**config.mk**
```make
export PLATFORM = sky130hd
export DESIGN_NAME = flipFlopRingOsc
export DESIGN_NICKNAME = d
export VERILOG_FILES = /design/src/rtl/ffRingPkg.sv /design/src/rtl/ringCtrl.sv /design/src/rtl/ringDatapath.sv /design/src/rtl/flipFlopRingOsc.sv
export SDC_FILE = /design/constraint.sdc
export NUM_CORES = 1
export LEC_CHECK = 0
export BUFFER_PORTS_ARGS = -buffer_cell sky130_fd_sc_hd__buf_2
export CAP_MARGIN = 20
export CELL_PAD_IN_SITES_DETAIL_PLACEMENT = 1
export CELL_PAD_IN_SITES_GLOBAL_PLACEMENT = 2
export CORE_AREA = 2 2 39 41
export CTS_CLUSTER_SIZE = 30
export DETAILED_ROUTE_END_ITERATION = 6
export DIE_AREA = 0 0 41 43
export GPL_ROUTABILITY_DRIVEN = 0
export PLACE_DENSITY = 0.77
export REMOVE_ABC_BUFFERS = 1
export SLEW_MARGIN = 10
export SYNTH_ARGS = -nofsm -noshare
export SYNTH_HDL_FRONTEND = slang
export SYNTH_SLANG_ARGS = --single-unit
```
**constraint.sdc**
```tcl
create_clock -name clk -period 1.5 [get_ports clk]
set_input_delay 0.15 -clock clk [delete_from_list [all_inputs] [get_ports clk]]
set_output_delay 0.15 -clock clk [all_outputs]
set_load 0.01 [all_outputs]
```
**src/rtl/ffRingPkg.sv**
```systemverilog
package ffRingPkg;
  // Control strobes issued to the ring datapath each cycle
  typedef struct packed {
    logic load;   // load the asymmetric start-up state
    logic clear;  // force every gate low
    logic step;   // advance the ring by one gate delay
  } ringStrobe_t;
endpackage

```
**src/rtl/ringCtrl.sv**
```systemverilog
module ringCtrl
  import ffRingPkg::*;
#(
  parameter int N = 2
) (
  input  logic                        clk,
  input  logic                        rst,
  input  logic                        en,
  output ringStrobe_t                 strobe,
  output logic [$clog2(4*N)-1:0]      phase
);
  localparam int PW   = $clog2(4*N);
  localparam int LAST = 4*N - 1;

  logic idle;

  always_comb begin
    strobe.load  = rst | (en & idle);
    strobe.clear = ~rst & ~en;
    strobe.step  = ~rst & en & ~idle;
  end

  always_ff @(posedge clk) begin
    if (rst) begin
      idle  <= 1'b0;
      phase <= '0;
    end else if (!en) begin
      idle  <= 1'b1;
      phase <= '0;
    end else if (idle) begin
      idle  <= 1'b0;
      phase <= '0;
    end else if (phase == PW'(LAST)) begin
      phase <= '0;
    end else begin
      phase <= phase + 1'b1;
    end
  end
endmodule

```
**src/rtl/ringDatapath.sv**
```systemverilog
module ringDatapath
  import ffRingPkg::*;
#(
  parameter int N = 2
) (
  input  logic               clk,
  input  ringStrobe_t        strobe,
  input  logic [2*N-1:0]     gateEn,
  output logic [2*N-1:0]     gateOut
);
  localparam int G = 2 * N;
  localparam logic [G-1:0] START = {1'b1, {(G-1){1'b0}}};

  logic [G-1:0] gateQ;
  logic [G-1:0] gateNext;

  for (genvar k = 0; k < N; k++) begin : g_stage
    logic prevTop;
    logic prevBot;
    if (k == 0) begin : g_wrap
      if (N % 2 == 0) begin : g_twist
        assign prevTop = gateQ[2*N-1];
        assign prevBot = gateQ[2*N-2];
      end else begin : g_straight
        assign prevTop = gateQ[2*N-2];
        assign prevBot = gateQ[2*N-1];
      end
    end else begin : g_chain
      assign prevTop = gateQ[2*k-2];
      assign prevBot = gateQ[2*k-1];
    end
    assign gateNext[2*k]   = gateEn[2*k]   & ~(gateQ[2*k+1] | prevTop);
    assign gateNext[2*k+1] = gateEn[2*k+1] & ~(gateQ[2*k]   | prevBot);
  end

  always_ff @(posedge clk) begin
    if (strobe.load)       gateQ <= START;
    else if (strobe.clear) gateQ <= '0;
    else if (strobe.step)  gateQ <= gateNext;
  end

  assign gateOut = gateQ;
endmodule

```
**src/rtl/flipFlopRingOsc.sv**
```systemverilog
module flipFlopRingOsc
  import ffRingPkg::*;
#(
  parameter int N = 2
) (
  input  logic                   clk,
  input  logic                   rst,
  input  logic                   en,
  input  logic [2*N-1:0]         gateEn,
  output logic [2*N-1:0]         gateOut,
  output logic [$clog2(4*N)-1:0] phase
);
  ringStrobe_t strobe;

  ringCtrl #(.N(N)) i_ringCtrl (
    .clk   (clk),
    .rst   (rst),
    .en    (en),
    .strobe(strobe),
    .phase (phase)
  );

  ringDatapath #(.N(N)) i_ringDatapath (
    .clk    (clk),
    .strobe (strobe),
    .gateEn (gateEn),
    .gateOut(gateOut)
  );
endmodule

```
==> results of run 1 <==
==> synthesized netlist by cell type <==
master   count  area (µm²)
nor2b_1      1        6.26
dfxtp_1      8         160
or4b_4       1        13.8
nor4b_2      1        15.0
nor3b_2      2        25.0
and2_1       2        12.5
ha_1         2        25.0
nand2_1      1        3.75
a21oi_1      1        5.00
or3b_1       1        8.76
nor4b_1      1        8.76
nor2_1       1        3.75
o31ai_1      1        7.51
==> placed cells by master (no fill, tap or decap) <==
master / count
o31ai_1: 1
nor3b_2: 2
clkbuf_4: 3
dfxtp_1: 8
ha_1: 2
nor2_1: 1
buf_2: 13
or3b_1: 1
nor2b_1: 1
nand2_1: 1
nor4b_1: 1
or4b_4: 1
nor4b_2: 1
and2_1: 2
a21oi_1: 1
==> worst paths after layout <==
path,endpoint,slack (ns),from
worst max-delay path,i_ringCtrl.phase[1]$_SDFF_PP0_,0.19,i_ringCtrl.phase[0]$_SDFF_PP0_
worst max register to register,i_ringCtrl.phase[1]$_SDFF_PP0_,0.19,i_ringCtrl.phase[0]$_SDFF_PP0_
worst min-delay path,i_ringCtrl.idle$_SDFF_PP0_,0.11,en
worst min register to register,i_ringCtrl.phase[0]$_SDFF_PP0_,0.45,i_ringCtrl.phase[0]$_SDFF_PP0_
==> stage by stage <==
stage                     power, mW  setup slack, ns  area, µm²  utilization (%)
after floorplan               0.249            0.294        295                -
after CTS                     0.435            0.139        403             29.1
after global placement        0.268            0.231        380             27.5
after global routing          0.451           0.0657        403             29.1
after detailed placement      0.268            0.159        380             27.5
final                         0.421            0.188        403             29.1
==> flip-flops by register name, summed over array words and instances (netlist names) <==
name and count:
i_ringDatapath.gateOut 4, i_ringCtrl.idle 1, i_ringCtrl.phase 3
==> cell type report <==
cell class	count	area share, %
Timing Repair Buffer	13	16.1
Multi-Input combinational cell	15	33.5
Tap cell	16	4.97
Clock buffer	3	5.59
Sequential cell	8	39.8
==> worst register-to-register path: cells and delay by family, from the launching register on <==
| kind | cells | cell delay (ns) |
|---|---|---|
| flip-flops | 1 | 0.32 |
| adder cells (fa/ha/maj) | 2 | 0.37 |
| AND/OR/NAND/NOR | 2 | 0.55 |
==> routing by layer <==
layer	wire length [µm]	up-vias
li1	-	118
met1	259	100
met2	236	14
met3	90	0
met4	0	0
met5	0	-
==> logic make-up after synthesis <==
logic type	share of synthesized area (%)
fa+ha+maj	8.47
simple gates	33.0
flops	54.2
compound gates	4.24
==> where the power goes <==
group	switching [mW]	internal, mW	total, mW
registers	0.00663	0.221	0.227
clock network	0.0675	0.0912	0.159
logic	0.0156	0.0197	0.0353
total	0.0898	0.332	0.421
==> results.txt, run 1 <==
Critical path launch point type: flip-flop
Max stage delay on crit path: 0.37 ns
DR pass1 iterations: 2
PortBufs: 13
Die Wd: 41 µm
Multi-input logic area: 135 µm²
Min Tclk post-route: 1.31 ns
CTS resizes: 0
Max VDD drop: 0.312 mV
Setup violators final: 0
Worst slew margin: 72.3%
CTS max path bufs: 2
Max-cap violation count: 0
Final critical-path share of the clock period: 87.5%
Register area share after synthesis: 54.2%
PwrDens: 1050 nW/µm²
Most frequent CP cell: ha_1
GRT met2 Usage: 10.6%
Peak Freq: 0.762 GHz
Number of global-route vias before repair: 241
Slew @ Worst Pin: 0.410 ns
Detailed placement HPWL: 482 µm
Residual DRC: 0
Grt ovf: 0
Fill cell count: 174
Io pins: 14
Number of max-slew violations in the final report: 0
Initial antenna violation count: 0
Area Overhead vs Synth: 36.4%
Global-route wire length before repair: 890 µm
Worst Setup End Kind: flip-flop
Via count: 232
Reg clk slew, reported paths: 0.05 ns
Net count, final: 50
Gr busiest metal: met2
Slowest CP cell: nor4b_1
WP data required: 1.69 ns
WHS Path Cells: 2
Post-DR vias/cell: 4.22
Die H: 43 µm
1st-iter DRT viols: 1
RSZ-0062 raised after global routing: false
Worst setup path class: reg2reg
Outcome: complete, no violations
Top delay family on crit path: simple AND/OR/NAND/NOR gates
Total negative slack: 0 ns
Largest net degree at the start of global routing: 7
Die ar.: 1760 µm²
Arr. time, crit path: 1.50 ns
Mean Syn Cell Area: 12.8 µm²
CP Max Fanout: 3
Flops & latches, synth: 8
GRT Resource Usage Total: 7.85%
Hold Worst Slack: 0.115 ns
Post-CTS setup buffer count: 0
Initial Utilization: 21.3%
CP Depth: 4
Mapped Area: 295 µm²
Clk sinks: 8
Routed WL per cell: 10.7 µm
CTS tree: built
Fin. Hold Viols: 0
R2R depth: 4
Critical path buffer and inverter count: 0
# rows: 14
Layout cells sized above 1: 51.3%
Fin cells: 55
H-tree levels: 1
Clk_lat worst skew: 0.25 ns
Diodes inserted: 0
Final ANT Viol Nets: 0
Final Skew: 0.00459 ns
TritonCTS Buffers: 3
Storage cell area: 160 µm²
Synth Warn #: 0
Hold Crit Class: in2reg
Met3 Use GR: 3.14%
Hold Buf Count CTS: 0
Placed cells: 52
Core ar.: 1380 µm²
Syn Inst Count: 23
Met1 usage: 9.42%
Root Buffer: clkbuf_4
Leakage: 0.194 nW
Synth unique cells: 13
Crit path cell chain: ha_1, ha_1, nor4b_1, and2_1
Final WL: 586 µm
No activity file was read; power rests on OpenSTA's default activity.
==> run 2: changes to the inputs <==
--- a/config.mk
+++ b/config.mk
@@ -14,7 +14,7 @@
 export DETAILED_ROUTE_END_ITERATION = 6
 export DIE_AREA = 0 0 41 43
 export GPL_ROUTABILITY_DRIVEN = 0
-export PLACE_DENSITY = 0.77
+export PLACE_DENSITY_LB_ADDON = 0.1
 export REMOVE_ABC_BUFFERS = 1
 export SLEW_MARGIN = 10
 export SYNTH_ARGS = -nofsm -noshare
==> run 2 against run 1 <==
Effect of this change:
- power shrank 0.39%
- critical path type unchanged
- sequential power about the same
- first-iteration DRC count decreased by 100%
- largest cell class unchanged
- critical endpoint is now i_ringCtrl.phase[0]$_SDFF_PP0_
==> results.txt, run 2 (synthesis gave the netlist of run 1 again) <==
Global-route wire length before repair: 834 µm (was 890 µm)
Final Skew: 0.00559 ns (was 0.00459 ns)
Worst hold start: rst (was en)
Worst setup path class: reg2reg (unchanged)
Post-CTS setup buffer count: 0 (unchanged)
Peak Freq: 0.787 GHz (was 0.762 GHz)
1st-iter DRT viols: 0 (was 1)
WHS Path Cells: 2 (unchanged)
Hold Buf Count CTS: 0 (unchanged)
Outcome: complete, no violations (unchanged)
H-tree levels: 1 (unchanged)
Most common cell after layout, fill and taps aside: buf_2 (unchanged)
Clock Power Share: 37.3% (was 37.7%)
Final WL: 605 µm (was 586 µm)
Reg clk slew, reported paths: 0.05 ns (about the same)
Number of global-route vias before repair: 227 (was 241)
P_sw: 0.0882 mW (was 0.0898 mW)
Root Buffer: clkbuf_4 (unchanged)
Max VDD drop: 0.436 mV (was 0.312 mV)
Metal2 WL: 284 µm (was 236 µm)
Number of max-slew violations in the final report: 0 (unchanged)
Initial Utilization: 21.3% (unchanged)
Multi-input logic area: 135 µm² (unchanged)
R2R setup slack: 0.23 ns (was 0.19 ns)
Storage cell area: 160 µm² (unchanged)
CTS max path bufs: 2 (unchanged)
Clk_lat worst skew: 0.24 ns (was 0.25 ns)
Arr. time, crit path: 1.45 ns (was 1.50 ns)
WP data required: 1.68 ns (was 1.69 ns)
Max FFs per register: 4 (unchanged)
Final ANT Viol Nets: 0 (unchanged)
Most frequent cells in the layout: buf_2 (13), dfxtp_1 (8), clkbuf_4 (3) (unchanged)
Worst r2r dst: i_ringCtrl.phase[0]$_SDFF_PP0_ (was i_ringCtrl.phase[1]$_SDFF_PP0_)
Max-cap violation count: 0 (unchanged)
Top Metal Used: met4 (was met3)
Net count, final: 50 (unchanged)
CP Max Fanout: 3 (unchanged)
DR WL met3: 62 µm (was 90 µm)
Post-DR vias/cell: 4.27 (was 4.22)
Min Tclk post-route: 1.27 ns (was 1.31 ns)
PwrDens: 1040 nW/µm² (was 1050 nW/µm²)
Residual DRC: 0 (unchanged)
Routed WL per cell: 11.0 µm (was 10.7 µm)
Via count: 235 (was 232)
Worst Hold Path EP: i_ringCtrl.idle$_SDFF_PP0_ (unchanged)
Wire length on met1: 249 µm (was 259 µm)
Layout cells sized above 1: 51.3% (unchanged)
Dpl cell area: 380 µm² (unchanged)
Slew @ Worst Pin: 0.373 ns (was 0.410 ns)
Final critical-path share of the clock period: 84.7% (was 87.5%)
DR pass1 iterations: 1 (was 2)
RSZ-0062 raised after global routing: false (unchanged)
Setup violators final: 0 (unchanged)
Final Util: 29.1% (unchanged)
Total negative slack: 0 ns (unchanged)
Flop pwr share: 54.2% (was 54.0%)
Die H: 43 µm (unchanged)
Finished Cell Area: 403 µm² (unchanged)
Cell-internal power: 0.331 mW (was 0.332 mW)
PortBufs: 13 (unchanged)
Critical path launch point type: flip-flop (unchanged)
Leakage: 0.194 nW (unchanged)
CTS tree: built (unchanged)
Core ar.: 1380 µm² (unchanged)
Diodes inserted: 0 (unchanged)
Area Overhead vs Synth: 36.4% (unchanged)
Worst r2r src: i_ringCtrl.phase[0]$_SDFF_PP0_ (unchanged)
Grt ovf: 0 (unchanged)
Hold Crit Class: in2reg (unchanged)
Worst Setup End Kind: flip-flop (unchanged)
TritonCTS Buffers: 3 (unchanged)
Io pins: 14 (unchanged)
Logic pwr share: 8.4% (about the same)
Die ar.: 1760 µm² (unchanged)
GRT Resource Usage Total: 7.64% (was 7.85%)
CTS resizes: 0 (unchanged)
Worst slew margin: 74.8% (was 72.3%)
Largest net degree at the start of global routing: 7 (unchanged)
Sw frac: 21.0% (was 21.3%)
Clk sinks: 8 (unchanged)
Fill cell count: 168 (was 174)
# rows: 14 (unchanged)
Die Wd: 41 µm (unchanged)
R2R depth: 4 (unchanged)
Fin. Hold Viols: 0 (unchanged)
Initial antenna violation count: 0 (unchanged)
[run 2: cell counts in the layout (fill, tap and decap cells not counted)]
No cell type changed its count.
[run 2: layer usage]
layer  up-vias  global-route usage, %
met5         -                      0
met4         0                   8.00
met3         2                   3.14
met2        10                   11.9
met1       107                   6.45
li1        116                      -
[run 2: worst max-delay path by stage]
| stage | start | end | slack, ns |
|---|---|---|---|
| global route | i_ringCtrl.phase[0]$_SDFF_PP0_ | i_ringCtrl.phase[0]$_SDFF_PP0_ | 0.11 |
| finish | i_ringCtrl.phase[0]$_SDFF_PP0_ | i_ringCtrl.phase[0]$_SDFF_PP0_ | 0.23 |
| global placement | i_ringCtrl.phase[0]$_SDFF_PP0_ | i_ringCtrl.phase[2]$_SDFF_PP0_ | 0.23 |
| detailed placement | i_ringCtrl.phase[0]$_SDFF_PP0_ | i_ringCtrl.phase[0]$_SDFF_PP0_ | 0.20 |
| floorplan | i_ringCtrl.phase[0]$_SDFF_PP0_ | i_ringCtrl.phase[1]$_SDFF_PP0_ | 0.29 |
| CTS | i_ringCtrl.phase[0]$_SDFF_PP0_ | i_ringCtrl.phase[0]$_SDFF_PP0_ | 0.19 |
[run 2: critical path, stage by stage (launching register included)]
cell and delay [ns]:
dfxtp_1 0.32, ha_1 0.20, ha_1 0.17, nor4b_1 0.34, nor2b_1 0.18
[run 2: layout make-up]
cell class / count / area share [%]
sequential: 8 / 39.8
multi-input combinational: 15 / 33.5
timing repair buffer: 13 / 16.1
clock buffer: 3 / 5.59
tap: 16 / 4.97
[run 2: power by group through the flow]
stage / registers (mW) / logic (mW) / clock network, mW
final: 0.228 / 0.0355 / 0.157
after floorplan: 0.234 / 0.0143 / 0
after global placement: 0.232 / 0.0355 / 0
after detailed placement: 0.232 / 0.0364 / 0
after CTS: 0.228 / 0.0365 / 0.167
after global routing: 0.228 / 0.0392 / 0.176
[run 2: per-stage QoR]
stage | setup WS (ns) | hold WS, ns | std cells | total power, mW
floorplan | 0.294 | 0.217 | 23 | 0.249
global placement | 0.229 | 0.379 | 52 | 0.268
detailed placement | 0.199 | 0.387 | 52 | 0.269
CTS | 0.189 | 0.121 | 55 | 0.431
global route | 0.112 | 0.136 | 55 | 0.444
finish | 0.230 | 0.125 | 55 | 0.420
==> run 3: changes to the inputs <==
--- a/config.mk
+++ b/config.mk
@@ -5,14 +5,14 @@
 export SDC_FILE = /design/constraint.sdc
 export NUM_CORES = 1
 export LEC_CHECK = 0
+export ABC_AREA = 1
 export BUFFER_PORTS_ARGS = -buffer_cell sky130_fd_sc_hd__buf_2
 export CAP_MARGIN = 20
 export CELL_PAD_IN_SITES_DETAIL_PLACEMENT = 1
 export CELL_PAD_IN_SITES_GLOBAL_PLACEMENT = 2
-export CORE_AREA = 2 2 39 41
+export CORE_UTILIZATION = 18
 export CTS_CLUSTER_SIZE = 30
 export DETAILED_ROUTE_END_ITERATION = 6
-export DIE_AREA = 0 0 41 43
 export GPL_ROUTABILITY_DRIVEN = 0
 export PLACE_DENSITY_LB_ADDON = 0.1
 export REMOVE_ABC_BUFFERS = 1
==> constraint.sdc (replaced) <==
create_clock -name clk -period 1.16 [get_ports clk]
set_input_delay 0.116 -clock clk [delete_from_list [all_inputs] [get_ports clk]]
set_output_delay 0.116 -clock clk [all_outputs]
set_load 0.01 [all_outputs]
==> run 3 against run 2 <==
Effect of this change:
- clock power grew 31%
- critical endpoint unchanged
- cell count grew 13%
- worst setup slack lost 0.12 ns
- synthesized area shrank 8.1%
- first-iteration DRC count grew 2
- synthesized cell count grew 35%
- die area shrank 5.4%
- power grew 31%
- combinational power grew 37%
- global-route usage grew 1.9 points
- largest power group unchanged
- utilization shrank 0.85 points
- sequential cell count is the same
==> results.txt, run 3 <==
Root Buffer: clkbuf_4 (unchanged)
EDFF count, synth: 0 (unchanged)
Most frequent cells in the layout: buf_2 (13), nor2_1 (11), dfxtp_1 (7) (was buf_2 (13), dfxtp_1 (8), clkbuf_4 (3))
Net count, final: 58 (was 50)
Die ar.: 1670 µm² (was 1760 µm²)
Worst hold start: rst (unchanged)
Post-CTS setup buffer count: 0 (unchanged)
Synth top cells by count: nor2_1 (11), dfxtp_1 (8), nand2_1 (5) (was dfxtp_1 (8), and2_1 (2), ha_1 (2), nor3b_2 (2))
Grt ovf: 0 (unchanged)
Most common cell after layout, fill and taps aside: buf_2 (unchanged)
Synth unique cells: 8 (was 13)
Worst setup path class: reg2reg (unchanged)
Initial Utilization: 20.1% (was 21.3%)
CTS max path bufs: 2 (unchanged)
Cell with the most instances after synthesis: nor2_1 (was dfxtp_1)
Logic pwr share: 8.8% (was 8.4%)
Final WL: 614 µm (was 605 µm)
Initial antenna violation count: 0 (unchanged)
Die H: 40.8 µm (was 43 µm)
Max VDD drop: 0.556 mV (was 0.436 mV)
Flop pwr share: 53.6% (was 54.2%)
R2R setup slack: 0.11 ns (was 0.23 ns)
Critical path launch point type: flip-flop (unchanged)
Io pins: 14 (unchanged)
TritonCTS Buffers: 3 (unchanged)
Clk_lat worst skew: 0.25 ns (was 0.24 ns)
WHS Path Cells: 2 (unchanged)
Max-cap violation count: 0 (unchanged)
Top FF cell, synth: dfxtp_1 (unchanged)
Main combinational cell family by area after synthesis: simple AND/OR/NAND/NOR gates (unchanged)
Yosys top cell area share: 59.0% (was 54.2%)
Slowest CP cell: dfxtp_2 (was nor4b_1)
P_sw: 0.121 mW (was 0.0882 mW)
Clock Power Share: 37.6% (was 37.3%)
Worst slew margin: 90.8% (was 74.8%)
Number of max-slew violations in the final report: 0 (unchanged)
Sw frac: 22.1% (was 21.0%)
Synth area leaders: dfxtp_1 (59%), nor2_1 (15%), ha_1 (9.2%) (was dfxtp_1 (54%), ha_1 (8.5%), nor3b_2 (8.5%))
Synth Area in Compound Gates: 1.84% (was 4.24%)
DR pass1 iterations: 2 (was 1)
Worst Setup End Kind: flip-flop (unchanged)
Outcome: complete, no violations (unchanged)
Residual DRC: 0 (unchanged)
Leading area contributor after synthesis: dfxtp_1 (unchanged)
Clk sinks: 8 (unchanged)
Top delay family on crit path: adder cells (was simple AND/OR/NAND/NOR gates)
Mapped Area: 272 µm² (was 295 µm²)
Number of global-route vias before repair: 231 (was 227)
Global-route wire length before repair: 903 µm (was 834 µm)
Reg clk slew, reported paths: 0.05 ns (about the same)
Diodes inserted: 0 (unchanged)
Final ANT Viol Nets: 0 (unchanged)
# rows: 13 (was 14)
RSZ-0062 raised after global routing: false (unchanged)
Proportion of synthesized area in mux cells: 0% (unchanged)
Fin. Hold Viols: 0 (unchanged)
Final critical-path share of the clock period: 90.1% (was 84.7%)
XOR/XNOR share of the synthesized area: 0% (unchanged)
PortBufs: 13 (unchanged)
Total negative slack: 0 ns (unchanged)
Hold Crit Class: in2reg (unchanged)
Area Overhead vs Synth: 40.6% (was 36.4%)
Syn Inst Count: 31 (was 23)
GRT Resource Usage Total: 9.55% (was 7.64%)
1st-iter DRT viols: 2 (was 0)
Via count: 244 (was 235)
R2R depth: 4 (unchanged)
Layout cells sized above 1: 40.4% (was 51.3%)
Overall power: 0.548 mW (was 0.420 mW)
Min Tclk post-route: 1.05 ns (was 1.27 ns)
FFs w/ async S/R, synth: 0% (unchanged)
CP Max Fanout: 3 (unchanged)
Worst r2r dst: i_ringCtrl.phase[0]$_SDFF_PP0_ (unchanged)
Adder-cell share of the synthesized area: 9.22% (was 8.47%)
CTS tree: built (unchanged)
Register area share after synthesis: 59.0% (was 54.2%)
WP data required: 1.34 ns (was 1.68 ns)
Max FFs per register: 4 (unchanged)
Mean Syn Cell Area: 8.76 µm² (was 12.8 µm²)
Routed WL per cell: 9.90 µm (was 11.0 µm)
Crit path cell chain: ha_2, ha_1, nand3b_1, nor2_1 (was ha_1, ha_1, nor4b_1, nor2b_1)
Simple-gate share of the synthesized area: 27.2% (was 33.1%)
Setup violators final: 0 (unchanged)
H-tree levels: 1 (unchanged)
Final Skew: 0.00247 ns (was 0.00559 ns)
Cell-internal power: 0.427 mW (was 0.331 mW)
PwrDens: 1440 nW/µm² (was 1040 nW/µm²)
Largest net degree at the start of global routing: 5 (was 7)
Worst r2r src: i_ringCtrl.phase[0]$_SDFF_PP0_ (unchanged)
Core ar.: 1350 µm² (was 1380 µm²)
Max stage delay on crit path: 0.32 ns (was 0.34 ns)
Critical path buffer and inverter count: 0 (unchanged)
Synth Warn #: 0 (unchanged)
Worst Hold Path EP: i_ringCtrl.idle$_SDFF_PP0_ (unchanged)
Die Wd: 40.8 µm (was 41 µm)
Slew @ Worst Pin: 0.137 ns (was 0.373 ns)
Peak Freq: 0.957 GHz (was 0.787 GHz)
Arr. time, crit path: 1.22 ns (was 1.45 ns)
Leakage: 0.196 nW (was 0.194 nW)
Fill cell count: 176 (was 168)
Post-DR vias/cell: 3.94 (was 4.27)
Detailed placement HPWL: 543 µm
Flops & latches, synth: 8 (unchanged)
==> run 3: cell types whose count changed after synthesis, sizes merged <==
cell and change:
nor3b -2, nor2b -1, inv +2, nor2 +11, o31ai -1, nand3b +1, nor4b -2, or3b -1
or4b -1, nand2 +4, and2 -2
==> run 3: power groups by stage <==
stage	Clock [mW]	Sequential [mW]	Combinational [mW]
2_1_floorplan	0	0.303	0.0195
3_3_place_gp	0	0.299	0.0479
3_5_place_dp	0	0.299	0.0495
4_1_cts	0.224	0.293	0.0496
5_1_grt	0.238	0.295	0.0571
6_report	0.206	0.294	0.0485
==> run 3: per-layer routing <==
| layer | vias up | GRT usage (%) | wire (µm) | part of all wire [%] |
|---|---|---|---|---|
| met3 | 0 | 9.78 | 66 | 11 |
| met1 | 107 | 8.50 | 239 | 39 |
| met4 | 0 | 2.50 | 0 | 0 |
| li1 | 127 | - | - | - |
| met2 | 10 | 14.8 | 308 | 50 |
| met5 | - | 0 | 0 | 0 |
==> run 3: cell type report <==
type	instances	area (µm²)	area share [%]
tap	15	18.8	4.92
clock buffer	3	22.5	5.90
timing repair buffer	13	65.1	17.0
inverter	2	7.51	1.97
multi-input combinational	21	106	27.9
sequential	8	161	42.3
==> run 3: cell families after synthesis <==
group | count (synthesis)
simple gates | 18
flops | 8
compound gates | 1
fa+ha+maj | 2
buf+inv | 2
==> run 3: timing repair <==
item                       in CTS  in global routing
hold buffers                    0                  0
resized for setup               0                  2
setup endpoints to repair       0                  1
==> run 3: worst register-to-register path, cell delays in order, from the launching register on <==
cell	delay, ns
dfxtp_2	0.32
ha_2	0.17
ha_1	0.16
nand3b_1	0.20
nor2_1	0.13
==> run 3: per-stage QoR <==
| step | util, % | worst slack, ns | cell area [µm²] | cells | hold WS [ns] |
|---|---|---|---|---|---|
| after floorplan | - | 0.151 | 272 | 31 | 0.194 |
| after global placement | 26.3 | 0.170 | 355 | 59 | 0.312 |
| after CTS | 28.0 | 0.0834 | 378 | 62 | 0.0449 |
| after global routing | 28.3 | 0.00684 | 382 | 62 | 0.0441 |
| final | 28.3 | 0.115 | 382 | 62 | 0.0585 |
| after detailed placement | 26.3 | 0.0949 | 355 | 59 | 0.320 |
==> run 3: how the worst max path moves through the flow <==
| stage | from | to | slack, ns | cells after the start |
|---|---|---|---|---|
| 3_3_place_gp | i_ringCtrl.phase[0]$_SDFF_PP0_ | i_ringCtrl.phase[0]$_SDFF_PP0_ | 0.17 | 4 |
| 4_1_cts | i_ringCtrl.phase[0]$_SDFF_PP0_ | i_ringCtrl.phase[0]$_SDFF_PP0_ | 0.08 | 4 |
| 5_1_grt | i_ringCtrl.phase[0]$_SDFF_PP0_ | i_ringCtrl.phase[0]$_SDFF_PP0_ | 0.007 | 4 |
| 3_5_place_dp | i_ringCtrl.phase[0]$_SDFF_PP0_ | i_ringCtrl.phase[0]$_SDFF_PP0_ | 0.09 | 4 |
| 2_1_floorplan | i_ringCtrl.phase[0]$_SDFF_PP0_ | i_ringCtrl.phase[0]$_SDFF_PP0_ | 0.15 | 4 |
| 6_report | i_ringCtrl.phase[0]$_SDFF_PP0_ | i_ringCtrl.phase[0]$_SDFF_PP0_ | 0.11 | 4 |
